<file path="config.mk">
export PLATFORM = sky130hd
export DESIGN_NAME = pwr_mode_ctrl
export DESIGN_NICKNAME = d
export VERILOG_FILES = /design/src/rtl/pmc_pkg.sv /design/src/rtl/pmc_div2.sv /design/src/rtl/pmc_fsm.sv /design/src/rtl/pmc_pin_ovr.sv /design/src/rtl/pwr_mode_ctrl.sv
export SDC_FILE = /design/constraint.sdc
export NUM_CORES = 1
export LEC_CHECK = 0
export CELL_PAD_IN_SITES_DETAIL_PLACEMENT = 1
export CELL_PAD_IN_SITES_GLOBAL_PLACEMENT = 2
export CORE_MARGIN = 2
export CORE_UTILIZATION = 12
export CTS_BUF_LIST = sky130_fd_sc_hd__clkbuf_16
export CTS_CLUSTER_SIZE = 10
export DETAILED_ROUTE_END_ITERATION = 8
export GPL_TIMING_DRIVEN = 0
export PLACE_DENSITY = 0.81
export SYNTH_ARGS = -nofsm -noshare
export SYNTH_HDL_FRONTEND = slang
export SYNTH_SLANG_ARGS = --single-unit
</file>
<file path="constraint.sdc">
create_clock -name clk_in -period 1.3 [get_ports clk_in]
set_clock_uncertainty 0.05 [all_clocks]
set_input_delay 0.39 -clock clk_in [delete_from_list [all_inputs] [get_ports clk_in]]
set_output_delay 0.39 -clock clk_in [all_outputs]
set_load 0.005 [all_outputs]
</file>
<file path="src/rtl/pmc_pkg.sv">
package pmc_pkg;
    typedef enum logic [1:0] {
        PM_RUN   = 2'd0,
        PM_IDLE  = 2'd1,
        PM_PDOWN = 2'd2
    } pm_state_e;
endpackage

</file>
<file path="src/rtl/pmc_div2.sv">
module pmc_div2 (
    input  logic clk_in,
    input  logic rst_n,
    input  logic halt,
    output logic tick
);
    logic tick_q;

    always_ff @(posedge clk_in) begin
        if (!rst_n)     tick_q <= 1'b0;
        else if (halt)  tick_q <= 1'b0;
        else            tick_q <= ~tick_q;
    end

    assign tick = tick_q;

    // the tick alternates while the clock tree runs
    p_tick_alt_r2: assert property (@(posedge clk_in) disable iff (!rst_n)
        (!halt && tick_q) |=> !tick_q);
    // halted divider stays low
    p_tick_held_r5: assert property (@(posedge clk_in) disable iff (!rst_n)
        halt |=> !tick_q);
endmodule

</file>
<file path="src/rtl/pmc_fsm.sv">
module pmc_fsm
    import pmc_pkg::*;
#(
    parameter int NIRQ = 2
) (
    input  logic            clk_in,
    input  logic            rst_n,
    input  logic            tick,
    input  logic            ctl_wr,
    input  logic            wr_idle,
    input  logic            wr_pdown,
    input  logic [NIRQ-1:0] irq_req,
    input  logic [NIRQ-1:0] irq_en,
    output pm_state_e       state
);
    pm_state_e state_q, state_d;
    logic      wake;

    assign wake = |(irq_req & irq_en);

    always_comb begin
        state_d = state_q;
        if (tick) begin
            unique case (state_q)
                PM_RUN: begin
                    if (ctl_wr && wr_pdown)     state_d = PM_PDOWN;
                    else if (ctl_wr && wr_idle) state_d = PM_IDLE;
                end
                PM_IDLE:  if (wake) state_d = PM_RUN;
                PM_PDOWN: state_d = PM_PDOWN;
                default:  state_d = PM_RUN;
            endcase
        end
    end

    always_ff @(posedge clk_in) begin
        if (!rst_n) state_q <= PM_RUN;
        else        state_q <= state_d;
    end

    assign state = state_q;

    // power-down is left only through reset
    p_pd_sticky_r7: assert property (@(posedge clk_in) disable iff (!rst_n)
        (state_q == PM_PDOWN) |=> (state_q == PM_PDOWN));
    // an enabled request on a tick ends idle
    p_idle_wake_r6: assert property (@(posedge clk_in) disable iff (!rst_n)
        (state_q == PM_IDLE && tick && wake) |=> (state_q == PM_RUN));
    // no state change away from a tick
    p_tick_only_r2: assert property (@(posedge clk_in) disable iff (!rst_n)
        !tick |=> $stable(state_q));
    // power-down wins over idle
    p_pd_prio_r3: assert property (@(posedge clk_in) disable iff (!rst_n)
        (state_q == PM_RUN && tick && ctl_wr && wr_pdown) |=> (state_q == PM_PDOWN));
endmodule

</file>
<file path="src/rtl/pmc_pin_ovr.sv">
module pmc_pin_ovr
    import pmc_pkg::*;
(
    input  pm_state_e state,
    input  logic      ext_prog,
    output logic      bus_ovr,
    output logic      ale_o,
    output logic      pse_o,
    output logic      adlo_hiz,
    output logic      adhi_addr
);
    always_comb begin
        bus_ovr   = 1'b0;
        ale_o     = 1'b0;
        pse_o     = 1'b0;
        adlo_hiz  = 1'b0;
        adhi_addr = 1'b0;
        unique case (state)
            PM_RUN: ;
            PM_IDLE: begin
                bus_ovr   = 1'b1;
                ale_o     = 1'b1;
                pse_o     = 1'b1;
                adlo_hiz  = ext_prog;
                adhi_addr = ext_prog;
            end
            PM_PDOWN: begin
                bus_ovr   = 1'b1;
                adlo_hiz  = ext_prog;
            end
            default: ;
        endcase
    end

    // address only ever driven during idle
    always_comb begin
        if (adhi_addr) p_hi_addr_idle_r11: assert (state == PM_IDLE && ext_prog);
    end
endmodule

</file>
<file path="src/rtl/pwr_mode_ctrl.sv">
module pwr_mode_ctrl
    import pmc_pkg::*;
#(
    parameter int NIRQ = 2
) (
    input  logic            clk_in,
    input  logic            rst_n,
    input  logic            ctl_wr,
    input  logic            wr_idle,
    input  logic            wr_pdown,
    input  logic [NIRQ-1:0] irq_req,
    input  logic [NIRQ-1:0] irq_en,
    input  logic            ext_prog,
    output logic            core_tick,
    output logic            cpu_clk_en,
    output logic            dma_clk_en,
    output logic            periph_clk_en,
    output logic [1:0]      mode_o,
    output logic            idle_flag,
    output logic            pdown_flag,
    output logic            bus_ovr,
    output logic            ale_o,
    output logic            pse_o,
    output logic            adlo_hiz,
    output logic            adhi_addr
);
    pm_state_e state;
    logic      tick;
    logic      halt;

    assign halt = (state == PM_PDOWN);

    pmc_div2 u_div (
        .clk_in (clk_in),
        .rst_n  (rst_n),
        .halt   (halt),
        .tick   (tick)
    );

    pmc_fsm #(.NIRQ(NIRQ)) u_fsm (
        .clk_in   (clk_in),
        .rst_n    (rst_n),
        .tick     (tick),
        .ctl_wr   (ctl_wr),
        .wr_idle  (wr_idle),
        .wr_pdown (wr_pdown),
        .irq_req  (irq_req),
        .irq_en   (irq_en),
        .state    (state)
    );

    pmc_pin_ovr u_pins (
        .state     (state),
        .ext_prog  (ext_prog),
        .bus_ovr   (bus_ovr),
        .ale_o     (ale_o),
        .pse_o     (pse_o),
        .adlo_hiz  (adlo_hiz),
        .adhi_addr (adhi_addr)
    );

    always_comb begin
        cpu_clk_en    = 1'b1;
        dma_clk_en    = 1'b1;
        periph_clk_en = 1'b1;
        idle_flag     = 1'b0;
        pdown_flag    = 1'b0;
        unique case (state)
            PM_RUN: ;
            PM_IDLE: begin
                cpu_clk_en = 1'b0;
                dma_clk_en = 1'b0;
                idle_flag  = 1'b1;
            end
            PM_PDOWN: begin
                cpu_clk_en    = 1'b0;
                dma_clk_en    = 1'b0;
                periph_clk_en = 1'b0;
                pdown_flag    = 1'b1;
            end
            default: ;
        endcase
    end

    assign core_tick = tick;
    assign mode_o    = state;

    // strobes forced high only in idle
    p_strobe_idle_r9: assert property (@(posedge clk_in) disable iff (!rst_n)
        idle_flag |-> (ale_o && pse_o && bus_ovr));
    // low port floats outside run with external program memory
    p_lo_float_r10: assert property (@(posedge clk_in) disable iff (!rst_n)
        (bus_ovr && ext_prog) |-> adlo_hiz);
    // nothing clocked in power-down
    p_pd_clocks_r5: assert property (@(posedge clk_in) disable iff (!rst_n)
        pdown_flag |-> !(cpu_clk_en || dma_clk_en || periph_clk_en || core_tick));
endmodule

</file>
==> flow_summary.json <==
{
  "outcome": "complete, but fails checks",
  "violations": "negative setup slack",
  "synth.net_count": 41,
  "relSlewSlack": 0.813,
  "slew_violations": 0,
  "worst-path-buf-inv": 2,
  "antenna_found_initial": 0,
  "io_buffer_count": 22,
  "whs_endpoint": "u_div.tick$_SDFF_PP0_",
  "wl_per_cell_um": 12.4,
  "pre_cts_ws_ns": -0.633,
  "fmax_mhz": 637,
  "grt_pass1_vias": 351,
  "period_minus_slack_ns": 1.57,
  "drc": 0,
  "critPathSlowestCell": "dfxtp_4",
  "core_um2": 1780,
  "crit_chain": "inv_4 -> ha_4 -> dlygate4sd2_1",
  "clock-sinks": 3,
  "wl_met2_um": 623,
  "grt_use_total": 0.104,
  "tightest_slew_ns": 0.280,
  "grt_pass1_wl_mm": 1.55,
  "hold_viol": 0,
  "clock_latency_ns": 0.22,
  "setup.worst_path.class": "flop to primary output",
  "root_buffer": "clkbuf_16",
  "max_cap_viol_count": 0,
  "holdCritPathClass": "flop to flop",
  "cts_buffer_depth": 2,
  "crit_arrival_ns": 1.13,
  "vias": 312,
  "synthTopCellsByArea": "dfxtp_1 26%, ha_1 16%, buf_4 9.6%",
  "dp_hpwl_um": 653,
  "die_w_um": 48.2,
  "rr_worst_depth": 5,
  "synthCells": 28,
  "io_pins": 23,
  "synth_top_area_cell": "dfxtp_1",
  "worst-path-max-fanout": 3,
  "start_util": 0.131,
  "synth-seq-cells": 3,
  "r2r-end": "u_fsm.state[0]$_SDFFE_PN0P_",
  "end_kind": "primary output",
  "htree_levels": 1,
  "fp.dieH_um": 48.2,
  "tns_ns": -2.74,
  "cp_top_family": "flip-flops",
  "place_inst": 75,
  "rows": 15,
  "n_antenna_cell": 0,
  "gr-total-overflow": 0,
  "final_core_util": 0.411,
  "grt_setup_unrepaired": "yes",
  "gp_congestion": 0.639,
  "worst_slack_ns": -0.270,
  "totalWireLength_mm": 1.07,
  "via_per_inst": 3.63,
  "met1_length_um": 391,
  "cts.clk_slew.worst_paths_ns": 0.03,
  "layout-drive-gt1-share": 0.623,
  "p_leak_uw": 0.000335,
  "cts_tree": "done",
  "syn_area_um2": 234,
  "vdd_drop_max_uv": 818,
  "yosysWarnings": 0,
  "syn_avg_cell_area_um2": 8.36,
  "yosysTopAreaCellShare": 0.257,
  "fin_nets": 75,
  "finalSetupViolCount": 14,
  "cts_buffers": 3,
  "syn2layout_area_growth_pct": 213,
  "grt_max_degree": 6,
  "yosysSeqAreaShare": 0.257,
  "synth_cell_types": 14,
  "holdCritStartpoint": "u_div.tick$_SDFF_PP0_",
  "finalNonFillerCells": 86,
  "startpoint_type": "flop",
  "die-area_um2": 2320,
  "nFillCells": 194,
  "rr_startpoint": "u_fsm.state[0]$_SDFFE_PN0P_",
  "firstDrtPassIters": 1,
  "crit_required_ns": 0.86,
  "top_layer_used": "met3",
  "wl_met3_um": 54,
  "fin_crit_sh": 1.21,
  "whs_path_depth": 2,
  "powerDensity_nw_per_um2": 1100,
  "hold_buffers": 0,
  "rrSetupSlack_ns": -0.19,
  "postRouteAntennaNets": 0,
  "drt-initial-drc-count": 0,
  "cpPeakStageDelay_ns": 0.37
}
==> registers in the layout, summed over array words and instances, names as in the netlist <==
name / flops
u_div.tick: 1
u_fsm.state: 2
==> cells in the final DEF, fill, tap and decap left out <==
cell type | netlist | final
buf_6 | 0 | 17
clkdlybuf4s50_1 | 0 | 5
dlygate4sd2_1 | 0 | 4
nand2_1 | 3 | 3
ha_4 | 0 | 3
clkbuf_16 | 0 | 3
inv_2 | 0 | 2
inv_4 | 0 | 2
inv_1 | 5 | 2
mux2i_1 | 2 | 2
dlymetal6s2s_1 | 0 | 2
buf_2 | 0 | 2
dfxtp_4 | 0 | 2
and2_4 | 0 | 1
and2_1 | 2 | 1
and3_2 | 1 | 1
o21ai_0 | 1 | 1
o21ai_2 | 0 | 1
a22oi_2 | 0 | 1
a221oi_4 | 0 | 1
and3_1 | 1 | 1
nand3_1 | 1 | 1
buf_12 | 0 | 1
buf_4 | 3 | 1
dfxtp_1 | 3 | 1
==> final cells by class <==
cell class,count,area [um2],share of cell area
repair buffers,29,305,0.416
multi-input cells,17,193,0.263
clock buffers,3,75.1,0.102
flip-flops and latches,3,67.6,0.0922
plain buffers,3,33.8,0.0461
well taps,25,31.3,0.0427
inverters,5,23.8,0.0324
clock inverters,1,3.75,0.00512
==> worst max path at each step <==
stage | start | endpoint | slack (ns) | cells past startpoint
after CTS | u_fsm.state[0]$_SDFFE_PN0P_ | dma_clk_en | -0.28 | 5
after global placement | ext_prog | adhi_addr | -0.61 | 3
after floorplan | u_fsm.state[0]$_SDFFE_PN0P_ | dma_clk_en | 0.007 | 4
final | u_fsm.state[0]$_SDFFE_PN0P_ | bus_ovr | -0.27 | 3
after detailed placement | ext_prog | adhi_addr | -0.63 | 3
after global routing | u_fsm.state[0]$_SDFFE_PN0P_ | dma_clk_en | -0.31 | 5
==> cell families after synthesis <==
group / share of synthesized area
flip-flops: 0.257
buffers and inverters: 0.176
adder cells (fa/ha/maj): 0.160
AO/OA/AOI/OAI: 0.139
multiplexers: 0.0856
AND/OR/NAND/NOR: 0.182
==> worst min-delay path, delay by kind of cell, from the launching register on <==
kind          cells  cell delay (ns)
buf+inv           1             0.11
flops             1             0.30
simple gates      1             0.17
==> layer usage <==
layer,vias up,track usage
li1,155,-
met1,147,0.110
met2,10,0.184
met3,0,0.0222
met4,0,0.0649
met5,-,0
==> cell usage after synthesis <==
library cell  count
and3_2            1
dfxtp_1           3
o21ai_1           1
o21ai_0           1
ha_1              3
inv_1             5
nand2_1           3
nand3_1           1
a221oi_2          1
buf_4             3
a22oi_1           1
and2_1            2
and3_1            1
mux2i_1           2
==> timing repair <==
item | in CTS | in global routing
endpoints found under the setup margin | 15 | 14
pin swaps | 4 | 4
buffers inserted | 6 | 2
gates resized for setup | 79 | 5
==> power by group <==
group / internal [uW] / switching (uW)
Sequential: 98.2 / 7.67
Clock: 396 / 81.5
Combinational: 146 / 80.3
==> per-stage QoR <==
step	hold slack (ns)	total power, uW	instance area (um2)
after global placement	0.433	268	500
final	0.561	810	733
after floorplan	0.411	170	249
after global routing	0.608	853	733
after detailed placement	0.432	272	500
after CTS	0.569	814	711
Note: power is estimated with default switching activity, not from simulation.
